File: src/rtl/psd_pkg.sv
package psd_pkg;
  localparam int A_W     = 7;
  localparam int N_W     = 11;
  localparam int N_FLOOR = 3;

  typedef logic [A_W-1:0] swl_t;
  typedef logic [N_W-1:0] main_t;

  // settings are usable when N reaches the floor and A stays below N
  function automatic logic cfg_valid(swl_t a, main_t n);
    return (n >= main_t'(N_FLOOR)) && (main_t'(a) < n);
  endfunction

  function automatic main_t eff_main(swl_t a, main_t n);
    return cfg_valid(a, n) ? n : main_t'(N_FLOOR);
  endfunction

  function automatic swl_t eff_swl(swl_t a, main_t n);
    return cfg_valid(a, n) ? a : '0;
  endfunction
endpackage

File: src/rtl/psd_cfg_stage.sv
// Samples the settings at a cycle boundary and holds the base modulus.
module psd_cfg_stage
  import psd_pkg::*;
#(
  parameter int P_SW1 = 16,
  parameter int P_SW0 = 32,
  parameter int PW    = 6
) (
  input  logic          clk,
  input  logic          rst_n,
  input  logic          load,
  input  logic          sw_i,
  input  swl_t          a_i,
  input  main_t         n_i,
  output swl_t          nxt_a,
  output main_t         nxt_n,
  output logic [PW-1:0] base_q,
  output logic          bad_q
);
  localparam logic [PW-1:0] P1 = PW'(P_SW1);
  localparam logic [PW-1:0] P0 = PW'(P_SW0);

  assign nxt_a = eff_swl(a_i, n_i);
  assign nxt_n = eff_main(a_i, n_i);

  always_ff @(posedge clk or negedge rst_n) begin
    if (!rst_n) begin
      base_q <= P0;
      bad_q  <= 1'b0;
    end else if (load) begin
      base_q <= sw_i ? P1 : P0;
      bad_q  <= !cfg_valid(a_i, n_i);
    end
  end
endmodule

File: src/rtl/psd_prescaler.sv
// Dual-modulus counter: a period lasts base or base+1 input clocks.
module psd_prescaler #(
  parameter int PW = 6
) (
  input  logic          clk,
  input  logic          rst_n,
  input  logic [PW-1:0] base_p,
  input  logic          plus1,
  output logic          tick
);
  logic [PW-1:0] cnt_q;
  logic [PW-1:0] last;

  assign last = plus1 ? base_p : base_p - PW'(1);
  assign tick = (cnt_q == last);

  always_ff @(posedge clk or negedge rst_n) begin
    if (!rst_n) cnt_q <= '0;
    else if (tick) cnt_q <= '0;
    else cnt_q <= cnt_q + PW'(1);
  end
endmodule

File: src/rtl/psd_swallow_seq.sv
// Counts prescaler periods and selects the modulus for each one.
module psd_swallow_seq
  import psd_pkg::*;
(
  input  logic  clk,
  input  logic  rst_n,
  input  logic  tick,
  input  swl_t  ld_a,
  input  main_t ld_n,
  output logic  mod_ctl,
  output logic  cyc_end
);
  swl_t  a_rem;
  main_t n_rem;

  assign mod_ctl = (a_rem != '0);
  assign cyc_end = tick && (n_rem == main_t'(1));

  always_ff @(posedge clk or negedge rst_n) begin
    if (!rst_n) begin
      a_rem <= '0;
      n_rem <= main_t'(1);
    end else if (cyc_end) begin
      a_rem <= ld_a;
      n_rem <= ld_n;
    end else if (tick) begin
      n_rem <= n_rem - main_t'(1);
      if (a_rem != '0) a_rem <= a_rem - swl_t'(1);
    end
  end
endmodule

File: src/rtl/psd_divider.sv
module psd_divider
  import psd_pkg::*;
#(
  parameter int P_SW1 = 16,
  parameter int P_SW0 = 32
) (
  input  logic           clk_vco,
  input  logic           rst_n,
  input  logic           sw_i,
  input  logic [A_W-1:0] swallow_i,
  input  logic [N_W-1:0] main_i,
  output logic           mod_ctl_o,
  output logic           pulse_o,
  output logic           cfg_bad_o
);
  localparam int PMAX = (P_SW1 > P_SW0) ? P_SW1 : P_SW0;
  localparam int PW   = $clog2(PMAX + 2);

  logic [PW-1:0] base_p;
  logic          pre_tick;
  logic          cyc_end;
  swl_t          nxt_a;
  main_t         nxt_n;

  psd_cfg_stage #(.P_SW1(P_SW1), .P_SW0(P_SW0), .PW(PW)) u_cfg (
    .clk(clk_vco), .rst_n(rst_n), .load(cyc_end), .sw_i(sw_i),
    .a_i(swallow_i), .n_i(main_i), .nxt_a(nxt_a), .nxt_n(nxt_n),
    .base_q(base_p), .bad_q(cfg_bad_o)
  );

  psd_prescaler #(.PW(PW)) u_pre (
    .clk(clk_vco), .rst_n(rst_n), .base_p(base_p),
    .plus1(mod_ctl_o), .tick(pre_tick)
  );

  psd_swallow_seq u_seq (
    .clk(clk_vco), .rst_n(rst_n), .tick(pre_tick), .ld_a(nxt_a),
    .ld_n(nxt_n), .mod_ctl(mod_ctl_o), .cyc_end(cyc_end)
  );

  always_ff @(posedge clk_vco or negedge rst_n) begin
    if (!rst_n) pulse_o <= 1'b0;
    else pulse_o <= cyc_end;
  end
endmodule

File: config.mk
export PLATFORM = sky130hd
export DESIGN_NAME = psd_divider
export DESIGN_NICKNAME = d
export VERILOG_FILES = /design/src/rtl/psd_pkg.sv /design/src/rtl/psd_cfg_stage.sv /design/src/rtl/psd_prescaler.sv /design/src/rtl/psd_swallow_seq.sv /design/src/rtl/psd_divider.sv
export SDC_FILE = /design/constraint.sdc
export NUM_CORES = 1
export LEC_CHECK = 0
export CAP_MARGIN = 20
export CORE_MARGIN = 3
export CORE_UTILIZATION = 49
export DETAILED_ROUTE_END_ITERATION = 8
export PLACE_DENSITY = 0.8
export RECOVER_POWER = 25
export SLEW_MARGIN = 0
export SYNTH_ARGS = -nofsm -noshare
export SYNTH_HDL_FRONTEND = slang
export SYNTH_SLANG_ARGS = --single-unit
export TNS_END_PERCENT = 30
File: constraint.sdc
create_clock -name clk_vco -period 2.2 [get_ports clk_vco]
set_input_delay 0.22 -clock clk_vco [delete_from_list [all_inputs] [get_ports clk_vco]]
set_output_delay 0.22 -clock clk_vco [all_outputs]
set_load 0.02 [all_outputs]
==> results of run 1 <==
cells by family after synthesis:
kind of cell               count (synthesis)  synth area share [%]
xor gates and xnor gates                   5                  2.45
DFF                                       28                  39.4
and+or+nand+nor                           75                  22.8
buffers and inverters                     23                  5.19
muxes                                      1                 0.631
AOI/OAI and AO/OA                         66                  22.5
adders and majority gates                 10                  7.01
layout make-up:
class	count	area share, %
multi-input combinational	157	43.7
sequential	28	28.7
timing repair buffer	58	20.8
tap	46	2.35
inverter	14	2.25
clock inverter	1	1.23
clock buffer	3	0.919
synth_stat cells (5+ instances only):
library cell | count | area, µm²
xnor2_1 | 5 | 43.8
clkbuf_1 | 6 | 22.5
ha_1 | 10 | 125
nand2_1 | 8 | 30.0
a21oi_1 | 28 | 140
o21ai_0 | 17 | 85.1
nand4_1 | 6 | 37.5
nand3_1 | 9 | 45.0
nor3_1 | 6 | 30.0
inv_1 | 13 | 48.8
nor2_1 | 22 | 82.6
dfrtp_1 | 26 | 651
worst paths after layout:
path                                            startpoint                          end  slack [ns]  depth (start not counted)
max in group asynchronous                            rst_n  u_seq.n_rem[10]$_DFFE_PN0P_        0.52                          2
worst max register to register  u_seq.a_rem[0]$_DFFE_PN0P_   u_seq.a_rem[5]$_DFFE_PN0P_       -0.13                          9
min in group asynchronous                            rst_n            pulse_o$_DFF_PN0_        0.78                          2
worst min-delay path                                  sw_i  u_cfg.base_q[5]$_DFFE_PN1N_        0.42                          2
worst max-delay path            u_seq.a_rem[0]$_DFFE_PN0P_   u_seq.a_rem[5]$_DFFE_PN0P_       -0.13                          9
worst min register to register    u_pre.cnt_q[0]$_DFF_PN0_     u_pre.cnt_q[0]$_DFF_PN0_        0.53                          1
power by group:
| group | total (µW) | internal, µW | switching, µW |
|---|---|---|---|
| sequential | 734 | 629 | 105 |
| combinational | 665 | 362 | 302 |
| clock | 338 | 184 | 154 |
| total | 1740 | 1180 | 562 |
sequential cells by signal, summed over array words and instances, names as in the netlist:
register / count
u_cfg.base_q: 2
u_pre.cnt_q: 6
u_seq.a_rem: 7
u_cfg.bad_q: 1
pulse_o: 1
u_seq.n_rem: 11
through the flow:
stage | worst slack, ns | instance area (µm²)
floorplan | -0.132 | 1820
finish | -0.132 | 2450
global route | -0.220 | 2450
CTS | -0.0894 | 2380
detailed placement | -0.149 | 2270
global placement | -0.0606 | 2270
what timing repair did:
action | in CTS | in global routing
resized for setup | 14 | 13
setup buffers | 5 | 4
pin swaps | 5 | 5
setup endpoints to repair | 21 | 23
worst max-delay path: stages, from the launching register on:
cell,delay (ns)
dfrtp_1,0.42
inv_2,0.08
ha_4,0.12
or4b_4,0.48
nor3_4,0.19
inv_4,0.07
a211oi_4,0.22
nor2_4,0.09
or4b_1,0.50
nand3_1,0.10
metal layers:
metal | vias up | GRT usage, % | wire length (µm)
li1 | 871 | - | -
met1 | 852 | 29.9 | 2050
met2 | 44 | 41.4 | 2550
met3 | 8 | 4.42 | 226
met4 | 0 | 6.60 | 78
met5 | - | 0 | 0
==> metrics.yaml, run 1 <==
timing:
  rsz0062_at_grt: "true"
  hold_viol: 0
  fin_tns_setup_ns: -1.18
  slew_headroom_pct: -3.12
  hold_slack_ns: 0.422
  fin_skew_ns: 0.0159
  worst_pin_slew_ns: 1.55
  min_period_ns: 2.33
  setup_violations: 19
  fmax_ghz: 0.429
  slew_violations: 29
  fin_crit_sh_pct: 106
  fin_ws_ns: -0.132
floorplan:
  die_area_um2: 4400
  start_util_pct: 52.2
  core_area_um2: 3420
  rows: 21
  io_pins: 24
  dieHeight_um: 66.3
  fp.dieW_um: 66.3
worst_setup_path:
  crit_required_ns: 2.48
  arrival_ns: 2.62
  worst-path-max-fanout: 7
  start_kind: "flip-flop"
  endpoint_kind: "flip-flop"
  critical_path_class: "reg -> reg"
final_layout:
  fillers: 267
  fin_util_pct: 71.8
  area_delta_synth_final_pct: 37.4
  stdcell_count: 307
  n_antenna_cell: 0
  final_cell_mix: "31 x buf_4, 26 x dfrtp_1, 25 x a21oi_1"
  nNetsFinal: 293
  final_common_cell: "buf_4"
  multi_input_area_um2: 1070
  drive_above_1_share_pct: 24.9
  seqCellArea_um2: 703
synthesis:
  async_flop_share_pct: 100
  yosysSeqAreaShare_pct: 39.4
  synth_nets: 239
  synth_cells: 208
  synth-edff-count: 0
  synth_ff_type: "dfrtp_1"
  ys_warn_count: 0
  yosys.cell_types.count: 41
  syn-cell-area_um2: 1780
  ys_seq_elements: 28
  synth.avg_cell_area_um2: 8.58
detailed_routing:
  first_pass_iters: 4
  wl_um: 4900
  drtAntennaViolNets: 0
  route.detailed.vias_per_inst: 5.78
  drc: 0
  via_count: 1775
  post_drt_wl_per_cell_um: 16.0
  drt_iter0_drc: 186
power_and_ir_drop:
  p_leak_uw: 0.00102
  power_uw: 1740
  power.density_nw_per_um2: 709
  vdd_drop_max_uv: 402
clock_tree:
  cts_tree: "done"
  cts.clk_slew.worst_paths_ns: 0.16
  clk_latency_ns: 0.33
  clockBufferDepth: 2
  clock-sinks: 28
  cts_inserted_buffers: 3
  ctsHoldBuffers: 0
  h-tree-depth: 1
  cts_root_buffer: "clkbuf_4"
flow_run:
  drv_cap: 1
outcome:
  outcome: "finished with violations"
  violations: "capacitance limit, slew limit, setup timing"
placed_design:
  routabilityCongestion: 0.856
  port_buffers: 23
  place_hpwl_um: 3430
  dpl.cell_count: 294
global_routing:
  antenna_found_initial: 0
  grt_pass1_wl_um: 8010
  grt_start_max_net_pins: 29
  grt_usage_pct: 23.8
  grt_pass1_vias: 1736
  grt_overflow: 0
min_path:
  hold_path.class: "in -> reg"
Note: power is estimated with default switching activity, not from simulation.
==> run 2: changes to the inputs <==
Settings changed: PLACE_DENSITY 0.8 to 0.75.
==> run 2 against run 1 <==
The run still ends with capacitance limit, slew limit, setup timing left. Register-to-register slack barely moved. Clock power grew 1%. Combinational power shrank 11%. Critical path depth is the same. Sequential share of layout area up 1.0 points. Die area did not move. Worst setup slack got worse by 0.0035 ns. Cell area fell by 3.5%. Global-route usage shrank 1.5 points. Via count down 2.2%. Critical endpoint is now u_seq.a_rem[2]$_DFFE_PN0P_. Highest routed layer unchanged.
==> metrics.yaml, run 2 (synthesized netlist as in run 1, its figures left out) <==
outcome:
  outcome: "finished with violations"
  violations: "capacitance limit, slew limit, setup timing"
worst_setup_path:
  worst-path-max-fanout: 8  # +1
  crit_required_ns: 2.49  # about the same
  slowest_stage: "or4b_4"
  endpoint_kind: "flip-flop"
  ff2ff_path_depth: 9  # unchanged
  critical_path_class: "reg -> reg"
  path_cells: "inv_2, ha_4, or4b_4, nor3_4, inv_4, a211oi_4, nor2_4, or4b_1, nand3_1"
  start_kind: "flip-flop"
  arrival_ns: 2.62  # about the same
  slowest_delay_ns: 0.49  # about the same
final_layout:
  reg_top3: "u_seq.n_rem (11), u_seq.a_rem (7), u_pre.cnt_q (6)"
  drive_above_1_share_pct: 21.2  # -3.7 points
  final_cell_mix: "26 x buf_4, 26 x dfrtp_1, 25 x a21oi_1"
  final_cell_area_um2: 2370  # -3.5%
  fin_util_pct: 69.3  # -2.5 points
  area_delta_synth_final_pct: 32.6
  largest_reg_flops: 11  # unchanged
  nNetsFinal: 287  # -2.0%
  n_antenna_cell: 0  # unchanged
  stdcell_count: 301  # -2.0%
  max_flop_register: "u_seq.n_rem"
flow_run:
  drv_cap: 1  # unchanged
global_routing:
  grt_start_max_net_pins: 29  # unchanged
  grt_overflow: 0  # unchanged
  grt_usage_pct: 22.4  # -1.5 points
  antenna_found_initial: 0  # unchanged
  grt_pass1_wl_um: 7600  # -5.1%
  grt_pass1_vias: 1739  # +0.17%
clock_tree:
  h-tree-depth: 1  # unchanged
  cts_root_buffer: "clkbuf_4"
  ctsHoldBuffers: 0  # unchanged
  cts_tree: "done"
  cts.clk_slew.worst_paths_ns: 0.16  # about the same
  clk_latency_ns: 0.34  # about the same
  clock-sinks: 28  # unchanged
  cts_inserted_buffers: 3  # unchanged
  clockBufferDepth: 2  # unchanged
timing:
  fin_crit_sh_pct: 106  # +0.16 points
  hold_viol: 0  # unchanged
  fin_skew_ns: 0.00565  # -0.0102 ns
  slew_headroom_pct: -0.815  # +2.3 points
  worst_pin_slew_ns: 1.51  # -0.0345 ns
  slew_violations: 29  # unchanged
  min_period_ns: 2.34  # +0.00350 ns
  rsz0062_at_grt: "true"
  setup_violations: 18  # -1
  fin_ws_ns: -0.136  # -0.00350 ns
  fmax_ghz: 0.428  # -0.15%
placed_design:
  place_ws_ns: -0.150  # -0.000939 ns
  place_area_um2: 2250  # -0.66%
  routabilityCongestion: 0.844  # -1.4%
  port_buffers: 23  # unchanged
  dpl.cell_count: 292  # -0.68%
  place_hpwl_um: 3440  # +0.32%
detailed_routing:
  first_pass_iters: 4  # unchanged
  drc: 0  # unchanged
  route.detailed.vias_per_inst: 5.77  # -0.25%
  wl_um: 4540  # -7.4%
  post_drt_wl_per_cell_um: 15.1  # -5.5%
  drt_iter0_drc: 113  # -39%
  via_count: 1736  # -2.2%
  drtAntennaViolNets: 0  # unchanged
floorplan:
  dieHeight_um: 66.3  # unchanged
  rows: 21  # unchanged
  fp.dieW_um: 66.3  # unchanged
  core_area_um2: 3420  # unchanged
  die_area_um2: 4400  # unchanged
  io_pins: 24  # unchanged
  start_util_pct: 52.2  # unchanged
min_path:
  hold_path.class: "in -> reg"
  hold_path_depth: 2  # unchanged
power_and_ir_drop:
  vdd_drop_max_uv: 468  # +17%
  power.density_nw_per_um2: 704  # -0.62%
  p_leak_uw: 0.000991  # -3.2%
==> run 2: final timing paths <==
check | from | to | slack, ns
max in group asynchronous | rst_n | u_seq.n_rem[1]$_DFFE_PN0P_ | 0.57
min in group asynchronous | rst_n | u_seq.a_rem[4]$_DFFE_PN0P_ | 0.76
min reg2reg | u_cfg.bad_q$_DFFE_PN0N_ | u_cfg.bad_q$_DFFE_PN0N_ | 0.51
min | sw_i | u_cfg.base_q[5]$_DFFE_PN1N_ | 0.41
max reg2reg | u_seq.a_rem[0]$_DFFE_PN0P_ | u_seq.a_rem[2]$_DFFE_PN0P_ | -0.14
max | u_seq.a_rem[0]$_DFFE_PN0P_ | u_seq.a_rem[2]$_DFFE_PN0P_ | -0.14
==> run 2: layer usage <==
layer	up-vias	track usage, %	wire length (µm)
li1	854	-	-
met5	-	0	0
met1	827	27.4	2050
met4	0	8.88	68
met3	10	2.72	190
met2	45	39.4	2230
==> run 2: where the power goes <==
part	switching, µW	internal [µW]	total [µW]
sequential	103	629	732
combinational	281	310	591
clock	159	184	343
==> run 2: final cells by class <==
class	instances	area (µm²)
clock inverter	1	30.0
fill	295	1050
tap	46	57.6
inverter	14	55.1
clock buffer	3	22.5
multi-input combinational	157	1040
sequential	28	703
timing repair buffer	52	462
==> run 2: timing repair <==
action | CTS | global route
cloned | 0 | 0
pin swaps | 3 | 0
buffers inserted | 5 | 0
setup endpoints to repair | 21 | 25
gates resized for setup | 8 | 7
==> run 2: through the flow <==
step / power, µW / setup TNS (ns) / hold WS (ns)
6_report: 1670 / -1.45 / 0.412
4_1_cts: 1680 / -1.01 / 0.250
3_3_place_gp: 1300 / -0.314 / 0.463
3_5_place_dp: 1320 / -1.44 / 0.482
5_1_grt: 1790 / -3.09 / 0.399
2_1_floorplan: 1100 / -1.52 / -0.0756
==> run 2: worst max-delay path, delay by kind of cell, from the launching register on <==
kind            cells  cell delay [ns]
compound gates      1             0.25
fa+ha+maj           1             0.12
buf+inv             2             0.14
flops               1             0.42
simple gates        5             1.36
==> run 3: changes to the inputs <==
Settings changed: CORE_ASPECT_RATIO set to 0.9, SKIP_CTS_REPAIR_TIMING set to 1, SLEW_MARGIN 0 to 30.
==> run 3 against run 2 <==
The run still ends with capacitance limit, slew limit, setup timing left. Combinational power is 2% higher. Largest power group unchanged. Largest cell class unchanged. Critical endpoint unchanged. Highest routed layer unchanged. Clock skew is 0.0029 ns higher. Wire length is 3.1% higher. Critical path type unchanged.
==> metrics.yaml, run 3 (synthesized netlist as in run 1, its figures left out) <==
timing:
  hold_slack_ns: 0.473  # +0.0618 ns
  hold_viol: 0  # unchanged
  slew_violations: 29  # unchanged
  fin_crit_sh_pct: 106  # -0.19 points
  fin_tns_setup_ns: -0.995  # +0.452 ns
  worst_pin_slew_ns: 1.58  # +0.0652 ns
  fmax_ghz: 0.429  # +0.18%
  slew_headroom_pct: -5.16  # -4.3 points
  fin_skew_ns: 0.00854  # +0.00289 ns
  fin_ws_ns: -0.131  # +0.00415 ns
  rsz0062_at_grt: "true"
  min_period_ns: 2.33  # -0.00415 ns
  setup_violations: 19  # +1
final_layout:
  final_common_cell: "a21oi_1"
  drive_above_1_share_pct: 19.8  # -1.3 points
  fillers: 269  # -8.8%
  largest_reg_flops: 11  # unchanged
  final_cell_mix: "28 x a21oi_1, 27 x buf_4, 26 x dfrtp_1"
  multi_input_area_um2: 1020  # -1.7%
  max_flop_register: "u_seq.n_rem"
  final_cell_area_um2: 2390  # +0.85%
  reg_top3: "u_seq.n_rem (11), u_seq.a_rem (7), u_pre.cnt_q (6)"
  area_delta_synth_final_pct: 33.7
  seqCellArea_um2: 703  # unchanged
  nNetsFinal: 289  # +0.70%
  n_antenna_cell: 0  # unchanged
worst_setup_path:
  ff2ff_path_depth: 10  # +1
  endpoint_kind: "flip-flop"
  crit_required_ns: 2.43  # -0.06 ns
  cp.depth: 10  # +1
  start_kind: "flip-flop"
  slowest_delay_ns: 0.48  # about the same
  reg2reg_from: "u_seq.a_rem[1]$_DFFE_PN0P_"
  cp_num_buf_inv: 3  # +1
  critical_path_class: "reg -> reg"
  worst-path-max-fanout: 8  # unchanged
  arrival_ns: 2.56  # -0.06 ns
  path_delay_family: "simple AND/OR/NAND/NOR gates"
  slowest_stage: "or4b_1"
  r2r-end: "u_seq.a_rem[2]$_DFFE_PN0P_"
  path_cells: "inv_2, ha_4, or4b_4, nor3_4, buf_6, inv_4, a211oi_4, nor2_4, or4b_1, nand3_1"
  reg2reg_slack_ns: -0.13  # about the same
power_and_ir_drop:
  power.density_nw_per_um2: 734  # +4.2%
  vdd_drop_max_uv: 633  # +35%
  p_leak_uw: 0.00101  # +1.6%
  power_uw: 1750  # +5.0%
placed_design:
  port_buffers: 23  # unchanged
  routabilityCongestion: 0.874  # +3.6%
  place_area_um2: 2290  # +1.8%
  place_hpwl_um: 3460  # +0.71%
clock_tree:
  clockBufferDepth: 2  # unchanged
  cts_root_buffer: "clkbuf_8"
  cts_tree: "done"
  cts_inserted_buffers: 3  # unchanged
  clock-sinks: 28  # unchanged
  clk_latency_ns: 0.28  # -0.06 ns
  cts.clk_slew.worst_paths_ns: 0.10  # -0.06 ns
  h-tree-depth: 1  # unchanged
detailed_routing:
  first_pass_iters: 5  # +1
  drc: 0  # unchanged
  wl_um: 4690  # +3.1%
  drt_iter0_drc: 241  # +110%
  drtAntennaViolNets: 0  # unchanged
  route.detailed.vias_per_inst: 5.78  # +0.29%
  post_drt_wl_per_cell_um: 15.6  # +3.1%
  via_count: 1741  # +0.29%
outcome:
  violations: "capacitance limit, slew limit, setup timing"
  outcome: "finished with violations"
min_path:
  hold_path_depth: 2  # unchanged
  hold_start: "sw_i"
  hold_path.class: "in -> reg"
  min_to: "u_cfg.base_q[5]$_DFFE_PN1N_"
flow_run:
  drv_cap: 1  # unchanged
floorplan:
  rows: 20  # -4.8%
  io_pins: 24  # unchanged
  dieHeight_um: 63.2  # -4.7%
  die_area_um2: 4400  # about the same
  fp.dieW_um: 69.6  # +4.9%
  start_util_pct: 52.0  # -0.19 points
  core_area_um2: 3430  # +0.37%
global_routing:
  grt_overflow: 0  # unchanged
  grt_pass1_wl_um: 7870  # +3.5%
  grt_usage_pct: 22.3  # -0.090 points
  grt_start_max_net_pins: 29  # unchanged
  grt_pass1_vias: 1614  # -7.2%
  antenna_found_initial: 0  # unchanged
[run 3: worst max path at each step]
stage | start | endpoint | slack [ns]
final | u_seq.a_rem[1]$_DFFE_PN0P_ | u_seq.a_rem[2]$_DFFE_PN0P_ | -0.13
after global routing | u_seq.a_rem[1]$_DFFE_PN0P_ | u_seq.a_rem[2]$_DFFE_PN0P_ | -0.25
after CTS | u_seq.a_rem[0]$_DFFE_PN0P_ | mod_ctl_o | -0.38
after detailed placement | u_seq.a_rem[0]$_DFFE_PN0P_ | u_seq.a_rem[2]$_DFFE_PN0P_ | -0.14
after global placement | u_seq.a_rem[0]$_DFFE_PN0P_ | u_seq.a_rem[2]$_DFFE_PN0P_ | -0.05
after floorplan | u_seq.a_rem[0]$_DFFE_PN0P_ | u_seq.a_rem[2]$_DFFE_PN0P_ | -0.13
[run 3: stage by stage]
stage	util (%)	setup slack [ns]	instances
after floorplan	-	-0.132	208
after global placement	66.9	-0.0517	294
after detailed placement	66.9	-0.145	294
after CTS	68.9	-0.378	298
after global routing	69.6	-0.247	301
final	69.6	-0.131	301
[run 3: worst register-to-register path, delay by kind of cell (launching register included)]
kind,cells,cell delay [ns]
AO/OA/AOI/OAI,1,0.23
buffers and inverters,3,0.23
AND/OR/NAND/NOR,5,1.29
adder cells (fa/ha/maj),1,0.12
flip-flops,1,0.40
[run 3: final cells by class]
type	count	share of cell area (%)
multi-input cells	157	42.7
flip-flops and latches	28	29.5
repair buffers	54	20.2
inverters	14	2.31
well taps	44	2.31
clock buffers	3	1.73
clock inverters	1	1.26
[run 3: report_power, final]
group          total [µW]  internal, µW  switching [µW]
combinational         603           319             285
sequential            734           629             105
clock                 413           244             169
total                1750          1190             559
[run 3: per-layer routing]
| metal | up-vias | track usage [%] | wire, µm | share of wire (%) |
|---|---|---|---|---|
| li1 | 857 | - | - | - |
| met1 | 838 | 32.6 | 2360 | 50 |
| met2 | 44 | 34.6 | 2070 | 44 |
| met3 | 2 | 4.78 | 229 | 4.9 |
| met4 | 0 | 2.93 | 21 | 0.45 |
| met5 | - | 0 | 0 | 0 |
